$ cat src/rtl/cfsig_pkg.sv
package cfsig_pkg;

  // Operation selected for the current cycle; start outranks a block entry.
  typedef enum logic [1:0] {
    OP_IDLE  = 2'd0,
    OP_START = 2'd1,
    OP_ENTER = 2'd2
  } cf_op_e;

  localparam int unsigned DEF_SIG_W = 16;

endpackage

$ cat src/rtl/cfsig_errlog.sv
module cfsig_errlog
  import cfsig_pkg::*;
#(
  parameter int unsigned SIG_W = 16
) (
  input  logic             clk,
  input  logic             rst,
  input  cf_op_e           op,
  input  logic             mismatch,
  input  logic [SIG_W-1:0] expect_sig,
  output logic             done_q,
  output logic             fail_q,
  output logic             flag_q,
  output logic [SIG_W-1:0] id_q
);

  logic first_fail;

  always_comb first_fail = (op == OP_ENTER) && mismatch && !flag_q;

  always_ff @(posedge clk) begin
    if (rst) begin
      done_q <= 1'b0;
      fail_q <= 1'b0;
      flag_q <= 1'b0;
      id_q   <= '0;
    end else begin
      done_q <= (op == OP_ENTER);
      fail_q <= (op == OP_ENTER) && mismatch;
      if (op == OP_START) begin
        flag_q <= 1'b0;
        id_q   <= '0;
      end else if (first_fail) begin
        flag_q <= 1'b1;
        id_q   <= expect_sig;
      end
    end
  end


  fail_needs_done_chk: assert property (@(posedge clk) disable iff (rst)
    fail_q |-> done_q);


  flag_sticky_chk: assert property (@(posedge clk) disable iff (rst)
    (flag_q && op != OP_START) |=> flag_q);


  fail_sets_flag_chk: assert property (@(posedge clk) disable iff (rst)
    fail_q |-> flag_q);


  id_hold_chk: assert property (@(posedge clk) disable iff (rst)
    (flag_q && op != OP_START) |=> $stable(id_q));


  start_clear_chk: assert property (@(posedge clk) disable iff (rst)
    (op == OP_START) |=> (!flag_q && id_q == '0));

endmodule

$ cat config.mk
export PLATFORM = sky130hd
export DESIGN_NAME = cfsig_errlog
export DESIGN_NICKNAME = d
export VERILOG_FILES = /design/src/rtl/cfsig_pkg.sv /design/src/rtl/cfsig_errlog.sv
export SDC_FILE = /design/constraint.sdc
export NUM_CORES = 1
export LEC_CHECK = 0
export CAP_MARGIN = 10
export CORE_UTILIZATION = 35
export CTS_BUF_LIST = sky130_fd_sc_hd__clkbuf_2
export DETAILED_ROUTE_END_ITERATION = 6
export GPL_TIMING_DRIVEN = 0
export PLACE_DENSITY = 0.78
export SLEW_MARGIN = 10
export SYNTH_ARGS = -nofsm -noshare
export SYNTH_HDL_FRONTEND = slang
export SYNTH_SLANG_ARGS = --single-unit
$ cat constraint.sdc
create_clock -name clk -period 1.09 [get_ports clk]
set_input_delay 0.218 -clock clk [delete_from_list [all_inputs] [get_ports clk]]
set_output_delay 0.218 -clock clk [all_outputs]
set_load 0.01 [all_outputs]
# Word-level counts from Yosys, hierarchy flattened
# Cells that the tools add are included.
totals:
  word_cells: 10
  ff_bits: 19
  out_inout_bits: 19
op_classes:
  n_eq_ne: 2
  reduce_logical: 4
ops:
  columns: ["cell", "n"]
  rows:
  - ["$eq 2x1->1 const B", 1]
  - ["$eq 2x2->1 const B", 1]
  - ["$logic_and 1x1->1", 2]
  - ["$reduce_or 2->1", 1]
  - ["$logic_not 1->1", 1]

# Depth between registers and ports, before layout
# Gate-level depths: netlist (run 1).
depth:
  ltp_word: 3
  ltp_mapped: 5

# Least setup slack after synthesis (run 1)
# OpenSTA, ideal clock, no wires.
synth_path:
  path_kind: "flip-flop to flip-flop"
  start: "register flag_q"
  end: "register id_q[0]"
  path_buffers: 2
  setup_time_ps: 66
  path_slack_ps: -19
  stages_incl_launch_ff: 6
  t_arrival_ps: 1043
  t_required_ps: 1024
  cell_sequence: "dfxtp_1 nand4bb_1 clkbuf_2 buf_2 nand2_1 a21oi_2"
synth_between:
  elab_chain_len: 2
synth_rtl:
  columns: ["element", "line_no", "text"]
  rows:
  - ["from (decl)", "cfsig_errlog.sv:13", "output logic flag_q,"]
  - ["from (signal assigned)", "cfsig_errlog.sv:25", "flag_q <= 1'b0;"]
  - ["from (signal assigned)", "cfsig_errlog.sv:31", "flag_q <= 1'b0;"]
  - ["from (signal assigned)", "cfsig_errlog.sv:34", "flag_q <= 1'b1;"]
  - ["$logic_not 1->1", "cfsig_errlog.sv:19", "always_comb first_fail = (op == OP_ENTER) && mismatch && !flag_q;"]
  - ["$logic_and 1x1->1", "cfsig_errlog.sv:19", null]
  - ["to (signal assigned)", "cfsig_errlog.sv:35", "id_q <= expect_sig;"]
  - ["to (decl)", "cfsig_errlog.sv:14", "output logic [SIG_W-1:0] id_q"]
# Every way passes these cells.
# A chain may end at the register's enable or synchronous reset.

# Worst setup path after layout (run 1)
layout_path:
  start: "input op[1]"
  end: "register id_q[0]"
layout_between:
  elab_chain_len: 3
  word_cells_on_any_way: 5
layout_rtl:
  columns: ["element", "line_no", "text"]
  rows:
  - ["from (decl)", "cfsig_errlog.sv:8", "input cf_op_e op,"]
  - ["$eq 2x2->1", "cfsig_errlog.sv:19", null]
  - ["$logic_and 1x1->1 (2 in series)", "cfsig_errlog.sv:19", null]
# Parallel ways exist; a longest one is shown, timed or not.

==> results.py, run 1 <==
metrics = {
    "run_status": {
        "status": "finished, violations left",
        "failed_checks": "negative setup slack",
    },
    "floorplanning": {
        "fp.dieW_microns": 47.7,
        "pin_count": 40,
        "placeableCoreArea_sq_mm": 0.00196,
        "start_util": 0.372,
        "dieArea_sq_mm": 0.00227,
        "placement_rows": 16,
        "die_ht_microns": 47.7,
    },
    "critical_path": {
        "timing.critical_path.arrival_ns": 1.49,
        "path_max_fanout": 10,
        "endpoint_kind": "flip-flop",
        "timing_worst_setup_path_type": "in2reg",
        "worst-endpoint-required_ns": 1.29,
        "worst_setup_path_start_kind": "primary input",
    },
    "sta": {
        "slew_viol_final": 0,
        "post-route-worst-setup-slack_ns": -0.208,
        "min_period_over_period": 1.19,
        "tightest_slew_ns": 0.338,
        "rsz0062_at_grt": "true",
        "finalSetupViolations": 17,
        "hold_violations": 0,
        "finalClockSkew_ns": 0.00840,
        "layout_min_cycle_time_ns": 1.30,
        "max_freq_mhz": 771,
        "max_slew_margin": 0.775,
    },
    "drt": {
        "ant_nets": 0,
        "wl_per_cell_microns": 11.9,
        "avgViaCountPerCell": 4.60,
        "detailedRoute.firstPassIterationCount": 2,
        "routed_wl_mm": 1.90,
        "route.vias.total": 736,
        "post-route-drc-count": 0,
        "detailedRoute.firstIterationViolations": 6,
    },
    "power": {
        "p_leak_uw": 0.000541,
        "peakVddDrop_v": 0.000610,
        "overall_power_uw": 1260,
        "power_density_mw_per_mm2": 980,
    },
    "placement": {
        "place.gp.congestion": 0.690,
        "place_hpwl_mm": 1.25,
        "placed_area_sq_mm": 0.00116,
        "io_buffer_count": 39,
    },
    "clock_tree": {
        "cts_hold_buffers": 0,
        "cts_buffers": 3,
        "cts_tree": "built",
        "worstSkewPairLatency_ns": 0.29,
        "clock-sinks": 19,
        "cts_buffer_depth": 2,
        "clk_root_buffer_cell": "clkbuf_2",
        "htreeDepth": 1,
        "clkSlewWorstSetupHoldPaths_ns": 0.16,
    },
    "final_layout": {
        "fin_area_sq_mm": 0.00129,
        "syn_to_final_growth_pct": 76.5,
        "diodes": 0,
        "fin_util": 0.658,
        "layout.nets": 155,
        "final_layout_size_suffix_gt1_frac": 0.586,
        "nFillCells": 178,
    },
    "synth": {
        "synth.distinct_cells": 16,
        "syn-cell-area_sq_um": 731,
        "synthCells": 82,
        "synth-seq-area-share": 0.521,
        "synthesis.yosys.warnings": 0,
        "synth_nets": 103,
        "synth.ff_latch_count": 19,
        "syn_area_per_cell_sq_um": 8.91,
    },
    "grt": {
        "global_route.usage.total": 0.180,
        "grt_pass1_vias": 659,
        "antenna_found_initial": 0,
        "gr-total-overflow": 0,
        "grt_first_pass_wirelength_mm": 2.82,
        "grt_start_max_net_pins": 11,
    },
    "job": {
        "maxCapViolations": 0,
    },
    "worst_hold_path": {
        "worstHoldPathType": "in2reg",
    },
}
critical path: stages:
cell and delay, ns:
clkdlybuf4s50_1 0.47, nand2b_1 0.20, nand2b_1 0.28, buf_4 0.28, a21oi_2 0.05
cell usage after synthesis:
| cell | number | share of area |
|---|---|---|
| buf_12 | 1 | 0.027 |
| nand3b_1 | 1 | 0.010 |
| nand2b_1 | 2 | 0.017 |
| a21oi_2 | 10 | 0.12 |
| nor2_1 | 1 | 0.0051 |
| clkbuf_2 | 1 | 0.0068 |
| nor3b_1 | 1 | 0.010 |
| nand4bb_1 | 1 | 0.015 |
| dfxtp_1 | 19 | 0.52 |
| a21oi_1 | 7 | 0.048 |
| nor4bb_1 | 1 | 0.014 |
| buf_2 | 1 | 0.0068 |
| nand2_2 | 1 | 0.0086 |
| clkbuf_1 | 1 | 0.0051 |
| nand2_1 | 32 | 0.16 |
| buf_4 | 2 | 0.021 |
cells by family after synthesis:
| group | synth area share |
|---|---|
| flip-flops | 0.521 |
| AO/OA/AOI/OAI | 0.168 |
| AND/OR/NAND/NOR | 0.245 |
| buffers and inverters | 0.0668 |
cells in the final DEF, fill, tap and decap left out, types with 3 or more instances in the layout:
cell             instances
a21oi_2                 13
clkdlybuf4s50_1         19
a21oi_1                  4
clkbuf_2                 5
buf_2                   15
dfxtp_1                  3
dfxtp_2                 16
nand2_4                  4
nand2_1                 22
buf_6                    6
nand2_2                  7
buf_4                    8
per-layer routing:
layer  vias to the layer above  part of all wire  GRT usage
met3                         0             0.083     0.0566
met5                         -                 0          0
met4                         0                 0     0.0667
met1                       337              0.41      0.217
met2                        31              0.50      0.300
li1                        368                 -          -
power by group:
group / internal (uW) / total (uW) / switching (uW)
clock: 97.3 / 298 / 201
combinational: 142 / 243 / 102
sequential: 715 / 723 / 8.07
total: 954 / 1260 / 311
registers in the layout (all words and copies together) (netlist names):
name and count:
id_q 16, flag_q 1, fail_q 1, done_q 1
worst paths after layout:
check                           slack (ns)  depth (start not counted)      end    start
worst max register to register       -0.21                          6  id_q[5]   flag_q
worst max-delay path                 -0.21                          5  id_q[0]    op[1]
worst min-delay path                  0.35                          2   done_q    op[0]
worst min register to register        0.47                          2  id_q[9]  id_q[9]
final cells by class:
cell class	instances	area [sq um]	area share
repair buffers	48	412	0.319
flip-flops and latches	19	400	0.310
multi-input cells	57	373	0.289
plain buffers	5	51.3	0.0398
well taps	27	33.8	0.0262
clock buffers	4	20.0	0.0155
stage by stage:
stage          hold slack [ns]  setup TNS (ns)  worst slack [ns]  instances
2_1_floorplan            0.280               0            0.0116         82
3_3_place_gp             0.441           -7.40            -0.528        148
3_5_place_dp             0.451           -8.28            -0.573        148
4_1_cts                  0.322           -2.42            -0.183        157
5_1_grt                  0.329           -4.25            -0.267        160
6_report                 0.347           -3.08            -0.208        160
what timing repair did:
item,CTS,global route
endpoints found under the setup margin,35,22
pin swaps,2,8
cloned,0,1
gates resized for setup,95,22
buffers inserted,6,2
Power figures use the tool's default switching activity.
==> inputs of run 2 (changes only) <==
CAP_MARGIN = not set   (was 10)
REMOVE_ABC_BUFFERS = 1   (was not set)
==> run 2 against run 1 <==
Net effect: the run still ends with negative setup slack left; clock-buffer cell count down 1; die area unchanged; fmax down 2.2%; non-clock buffer count down 7; sequential share of layout area up 2.9 points; via count down 6.3%; worst setup slack worse by 0.029 ns; final area down 7.7%; cell count down 4.4%.
==> results.py, run 2 (synthesized netlist as in run 1, its figures left out) <==
metrics = {
    "run_status": {
        "status": "finished, violations left",
        "failed_checks": "negative setup slack",
    },
    "critical_path": {
        "timing.critical_path.arrival_ns": 1.57,
        "worst_setup_path_start_kind": "primary input",
        "worst-endpoint-required_ns": 1.33,
        "critical_path.n_buffers_inverters": 3,
        "critical-path-slowest-cell": "clkdlybuf4s50_1",
        "worstPathCellList": "clkdlybuf4s50_1 -> nor4bb_4 -> buf_4 -> clkbuf_16 -> nand2_1 -> a21oi_1",
        "delay_heaviest_family_cp": "buffers and inverters",
        "endpoint_kind": "flip-flop",
        "path_max_fanout": 7,
        "max_stage_delay_ns": 0.52,
        "timing_worst_setup_path_type": "in2reg",
    },
    "final_layout": {
        "flip_flop_count_of_the_largest_register_after_layout": 16,
        "diodes": 0,
        "top_register": "id_q",
        "layout.nets": 148,
        "nFillCells": 182,
        "layout_commonest_cell": "nand2_1",
        "ff_latch_area_sq_um": 404,
        "final_cell_mix": "nand2_1 (28), clkdlybuf4s50_1 (19), dfxtp_2 (16), buf_2 (16), a21oi_2 (11)",
        "syn_to_final_growth_pct": 63.0,
        "final_layout_size_suffix_gt1_frac": 0.516,
        "multi_input_area_sq_um": 349,
        "final_cell_count_no_fill": 153,
    },
    "worst_hold_path": {
        "worstHoldPathType": "in2reg",
    },
    "job": {
        "maxCapViolations": 0,
    },
    "power": {
        "peakVddDrop_v": 0.000515,
        "power_density_mw_per_mm2": 1040,
        "overall_power_uw": 1230,
        "p_leak_uw": 0.000474,
    },
    "placement": {
        "post-place-cells": 142,
        "place_hpwl_mm": 1.12,
        "io_buffer_count": 39,
        "place.gp.congestion": 0.637,
        "pre_cts_slack_ns": -0.873,
    },
    "floorplanning": {
        "start_util": 0.372,
        "fp.dieW_microns": 47.7,
        "die_ht_microns": 47.7,
        "dieArea_sq_mm": 0.00227,
        "placeableCoreArea_sq_mm": 0.00196,
        "placement_rows": 16,
        "pin_count": 40,
    },
    "sta": {
        "finalSetupViolations": 17,
        "post-route-worst-setup-slack_ns": -0.236,
        "finalClockSkew_ns": 0.00503,
        "layout_min_cycle_time_ns": 1.33,
        "min_period_over_period": 1.22,
        "max_slew_margin": 0.710,
        "hold_violations": 0,
        "rsz0062_at_grt": "true",
        "setup_total_negative_slack_ns": -3.31,
        "max_freq_mhz": 754,
        "slew_viol_final": 0,
        "tightest_slew_ns": 0.435,
    },
    "clock_tree": {
        "cts_tree": "built",
        "cts_buffers": 3,
        "cts_buffer_depth": 2,
        "clkSlewWorstSetupHoldPaths_ns": 0.18,
        "htreeDepth": 1,
        "worstSkewPairLatency_ns": 0.30,
        "cts_hold_buffers": 0,
        "clk_root_buffer_cell": "clkbuf_2",
        "clock-sinks": 19,
    },
    "grt": {
        "gr-total-overflow": 0,
        "grt_pass1_vias": 559,
        "grt_first_pass_wirelength_mm": 2.35,
        "antenna_found_initial": 0,
        "grt_start_max_net_pins": 17,
        "global_route.usage.total": 0.149,
    },
    "drt": {
        "routed_wl_mm": 1.72,
        "avgViaCountPerCell": 4.51,
        "post-route-drc-count": 0,
        "detailedRoute.firstIterationViolations": 3,
        "detailedRoute.firstPassIterationCount": 4,
        "ant_nets": 0,
        "route.vias.total": 690,
        "wl_per_cell_microns": 11.2,
    },
}
==> run 2: cell count changes in the layout (fill, tap and decap cells not counted), sizes merged <==
| cell | previous run | this run |
|---|---|---|
| buf | 30 | 22 |
| clkdlybuf4s15 | 1 | 0 |
| clkinv | 0 | 1 |
| dlygate4sd2 | 1 | 2 |
==> run 2: layout make-up <==
cell class / count / area share
clock buffers: 3 / 0.0126
clock inverters: 1 / 0.00420
multi-input cells: 57 / 0.293
flip-flops and latches: 19 / 0.339
well taps: 27 / 0.0284
repair buffers: 46 / 0.322
==> run 2: power by group <==
group | switching [uW] | internal (uW)
registers | 7.65 | 714
logic | 88.7 | 124
clock network | 216 | 83.2
total | 312 | 921
==> run 2: routing by layer <==
layer	global-route usage	part of all wire
met1	0.185	0.45
met5	0	0
met3	0.0340	0.096
met4	0.0833	0
met2	0.238	0.45
==> run 2: per-stage QoR <==
step,utilization,instance area [sq um],hold slack [ns]
2_1_floorplan,-,682,0.287
3_3_place_gp,0.564,1110,0.441
3_5_place_dp,0.571,1120,0.447
4_1_cts,0.587,1150,0.369
5_1_grt,0.607,1190,0.367
6_report,0.607,1190,0.390
==> run 2: final timing paths <==
kind | startpoint | end | slack, ns | cells after the start
setup reg to reg | flag_q | id_q[10] | -0.23 | 6
setup / recovery | op[0] | id_q[10] | -0.24 | 6
hold / removal | op[1] | done_q | 0.39 | 2
hold reg to reg | id_q[11] | id_q[11] | 0.47 | 2
==> run 2: what timing repair did <==
item	4_1_cts	5_1_grt
gates resized for setup	88	11
pin swaps	3	2
gates cloned	0	1
buffers inserted	4	2
setup endpoints to repair	35	20
==> run 2: worst reg2reg max path: cells and delay by family, from the launching register on <==
kind	cells	cell delay, ns
buffers and inverters	3	0.45
AOI/OAI and AO/OA	1	0.12
and+or+nand+nor	2	0.30
DFF	1	0.39
==> inputs of run 3 (changes only) <==
CORE_UTILIZATION = 55   (was 35)
DONT_BUFFER_PORTS = 1   (was not set)
PLACE_DENSITY = 0.73   (was 0.78)
SETUP_SLACK_MARGIN = 0.02   (was not set)
==> run 3 against run 2 <==
Net effect: the run still ends with negative setup slack left; first-iteration DRC count rose by 67%; fmax rose by 17%; clock skew rose by 0.00092 ns; clock power fell by 4%; critical path type is now reg2reg; critical endpoint is now id_q[13]; largest cell class unchanged; highest routed layer unchanged.
==> results.py, run 3 (synthesized netlist as in run 1, its figures left out) <==
metrics = {
    "run_status": {
        "status": "finished, violations left",
        "failed_checks": "negative setup slack",
    },
    "worst_hold_path": {
        "timing.hold.worst_endpoint": "id_q[12]",
        "hold_start": "expect_sig[12]",
        "timing.hold.worst_path_depth": 2,
        "worstHoldPathType": "in2reg",
    },
    "critical_path": {
        "timing.critical_path.arrival_ns": 1.35,
        "endpoint_kind": "flip-flop",
        "worst-endpoint-required_ns": 1.31,
        "timing_worst_setup_path_type": "reg2reg",
        "path_max_fanout": 7,
        "r2r_end": "id_q[13]",
        "worst_setup_path_start_kind": "flip-flop",
        "r2r_start": "flag_q",
        "worstRegToRegCells": 4,
        "r2r_setup_slack_ns": -0.04,
    },
    "clock_tree": {
        "worstSkewPairLatency_ns": 0.29,
        "cts_tree": "built",
        "cts_buffer_depth": 2,
        "htreeDepth": 1,
        "cts_buffers": 3,
        "clk_root_buffer_cell": "clkbuf_2",
        "clock-sinks": 19,
        "clkSlewWorstSetupHoldPaths_ns": 0.16,
    },
    "job": {
        "maxCapViolations": 0,
    },
    "sta": {
        "layout_min_cycle_time_ns": 1.13,
        "slew_viol_final": 0,
        "min_period_over_period": 1.04,
        "max_freq_mhz": 884,
        "rsz0062_at_grt": "true",
        "tightest_slew_ns": 0.792,
        "setup_total_negative_slack_ns": -0.364,
        "max_slew_margin": 0.472,
        "post-route-worst-setup-slack_ns": -0.0415,
        "finalClockSkew_ns": 0.00595,
        "hold_violations": 0,
        "finalSetupViolations": 16,
    },
    "final_layout": {
        "final_cell_mix": "nand2_1 (32), dfxtp_1 (18), a21oi_2 (10)",
        "diodes": 0,
        "final_layout_size_suffix_gt1_frac": 0.230,
        "top_register": "id_q",
        "nFillCells": 98,
        "syn_to_final_growth_pct": 12.3,
        "flip_flop_count_of_the_largest_register_after_layout": 16,
        "layout.nets": 109,
        "layout_commonest_cell": "nand2_1",
        "fin_area_sq_um": 821,
    },
    "drt": {
        "routed_wl_mm": 1.39,
        "wl_per_cell_microns": 13.7,
        "post-route-drc-count": 0,
        "ant_nets": 0,
        "route.vias.total": 545,
        "detailedRoute.firstIterationViolations": 5,
        "avgViaCountPerCell": 5.40,
        "detailedRoute.firstPassIterationCount": 4,
    },
    "grt": {
        "grt_pass1_vias": 474,
        "gr-total-overflow": 0,
        "grt_first_pass_wirelength_mm": 2.06,
        "global_route.usage.total": 0.211,
        "antenna_found_initial": 0,
        "grt_start_max_net_pins": 17,
    },
    "floorplanning": {
        "dieArea_sq_mm": 0.00148,
        "placement_rows": 12,
        "die_ht_microns": 38.5,
        "start_util": 0.624,
        "pin_count": 40,
        "fp.dieW_microns": 38.5,
        "placeableCoreArea_sq_mm": 0.00117,
    },
    "power": {
        "p_leak_uw": 0.000265,
        "power_density_mw_per_mm2": 1360,
        "overall_power_uw": 1120,
        "peakVddDrop_v": 0.00111,
    },
    "placement": {
        "place_hpwl_microns": 864,
        "pre_cts_slack_ns": -0.498,
        "place.gp.congestion": 0.597,
        "io_buffer_count": 0,
        "placed_area_sq_um": 714,
    },
}
run 3: through the flow:
| stage | hold slack (ns) | util | instances |
|---|---|---|---|
| after global placement | 0.291 | 0.597 | 90 |
| after floorplan | 0.287 | - | 76 |
| after CTS | 0.0160 | 0.675 | 98 |
| after detailed placement | 0.289 | 0.610 | 90 |
| final | 0.0366 | 0.701 | 101 |
| after global routing | 0.00332 | 0.701 | 101 |
run 3: area by class of cell:
cell class | count | area (sq um) | share of cell area
multi-input combinational | 57 | 333 | 0.405
timing repair buffer | 7 | 68.8 | 0.0838
sequential | 19 | 382 | 0.465
clock buffer | 4 | 20.0 | 0.0244
tap | 14 | 17.5 | 0.0213
run 3: how the worst max path moves through the flow:
stage               depth (start not counted)  slack [ns]        to    from
floorplan                                   3       -0.95   id_q[0]  flag_q
global placement                            3       -1.59   id_q[8]  flag_q
detailed placement                          3       -0.50   id_q[2]  flag_q
CTS                                         4       -0.03   id_q[9]  flag_q
global route                                4       -0.11   id_q[9]  flag_q
finish                                      4       -0.04  id_q[13]  flag_q
run 3: routing by layer:
| metal | vias up | share of wire | track usage |
|---|---|---|---|
| met3 | 0 | 0.081 | 0.105 |
| met1 | 245 | 0.40 | 0.220 |
| met5 | - | 0 | 0 |
| li1 | 274 | - | - |
| met2 | 26 | 0.52 | 0.373 |
| met4 | 0 | 0 | 0.0517 |
run 3: power breakdown:
group	switching, uW	leakage (uW)	internal [uW]
Clock	189	0.0000166	97.3
Sequential	20.7	0.000155	714
Combinational	49.8	0.0000939	45.4
Total	260	0.000265	856
run 3: critical path: stages (launching register included):
cell and delay (ns):
dfxtp_2 0.39, nor4bb_4 0.30, buf_4 0.20, nand2_1 0.06, a21oi_1 0.11
run 3: repair_timing:
item / CTS / global route
buffers inserted: 2 / 0
endpoints found under the setup margin: 16 / 16
hold buffers: 2 / 3
resized for setup: 4 / 0
pin swaps: 2 / 0
endpoints found under the hold margin: 3 / 3
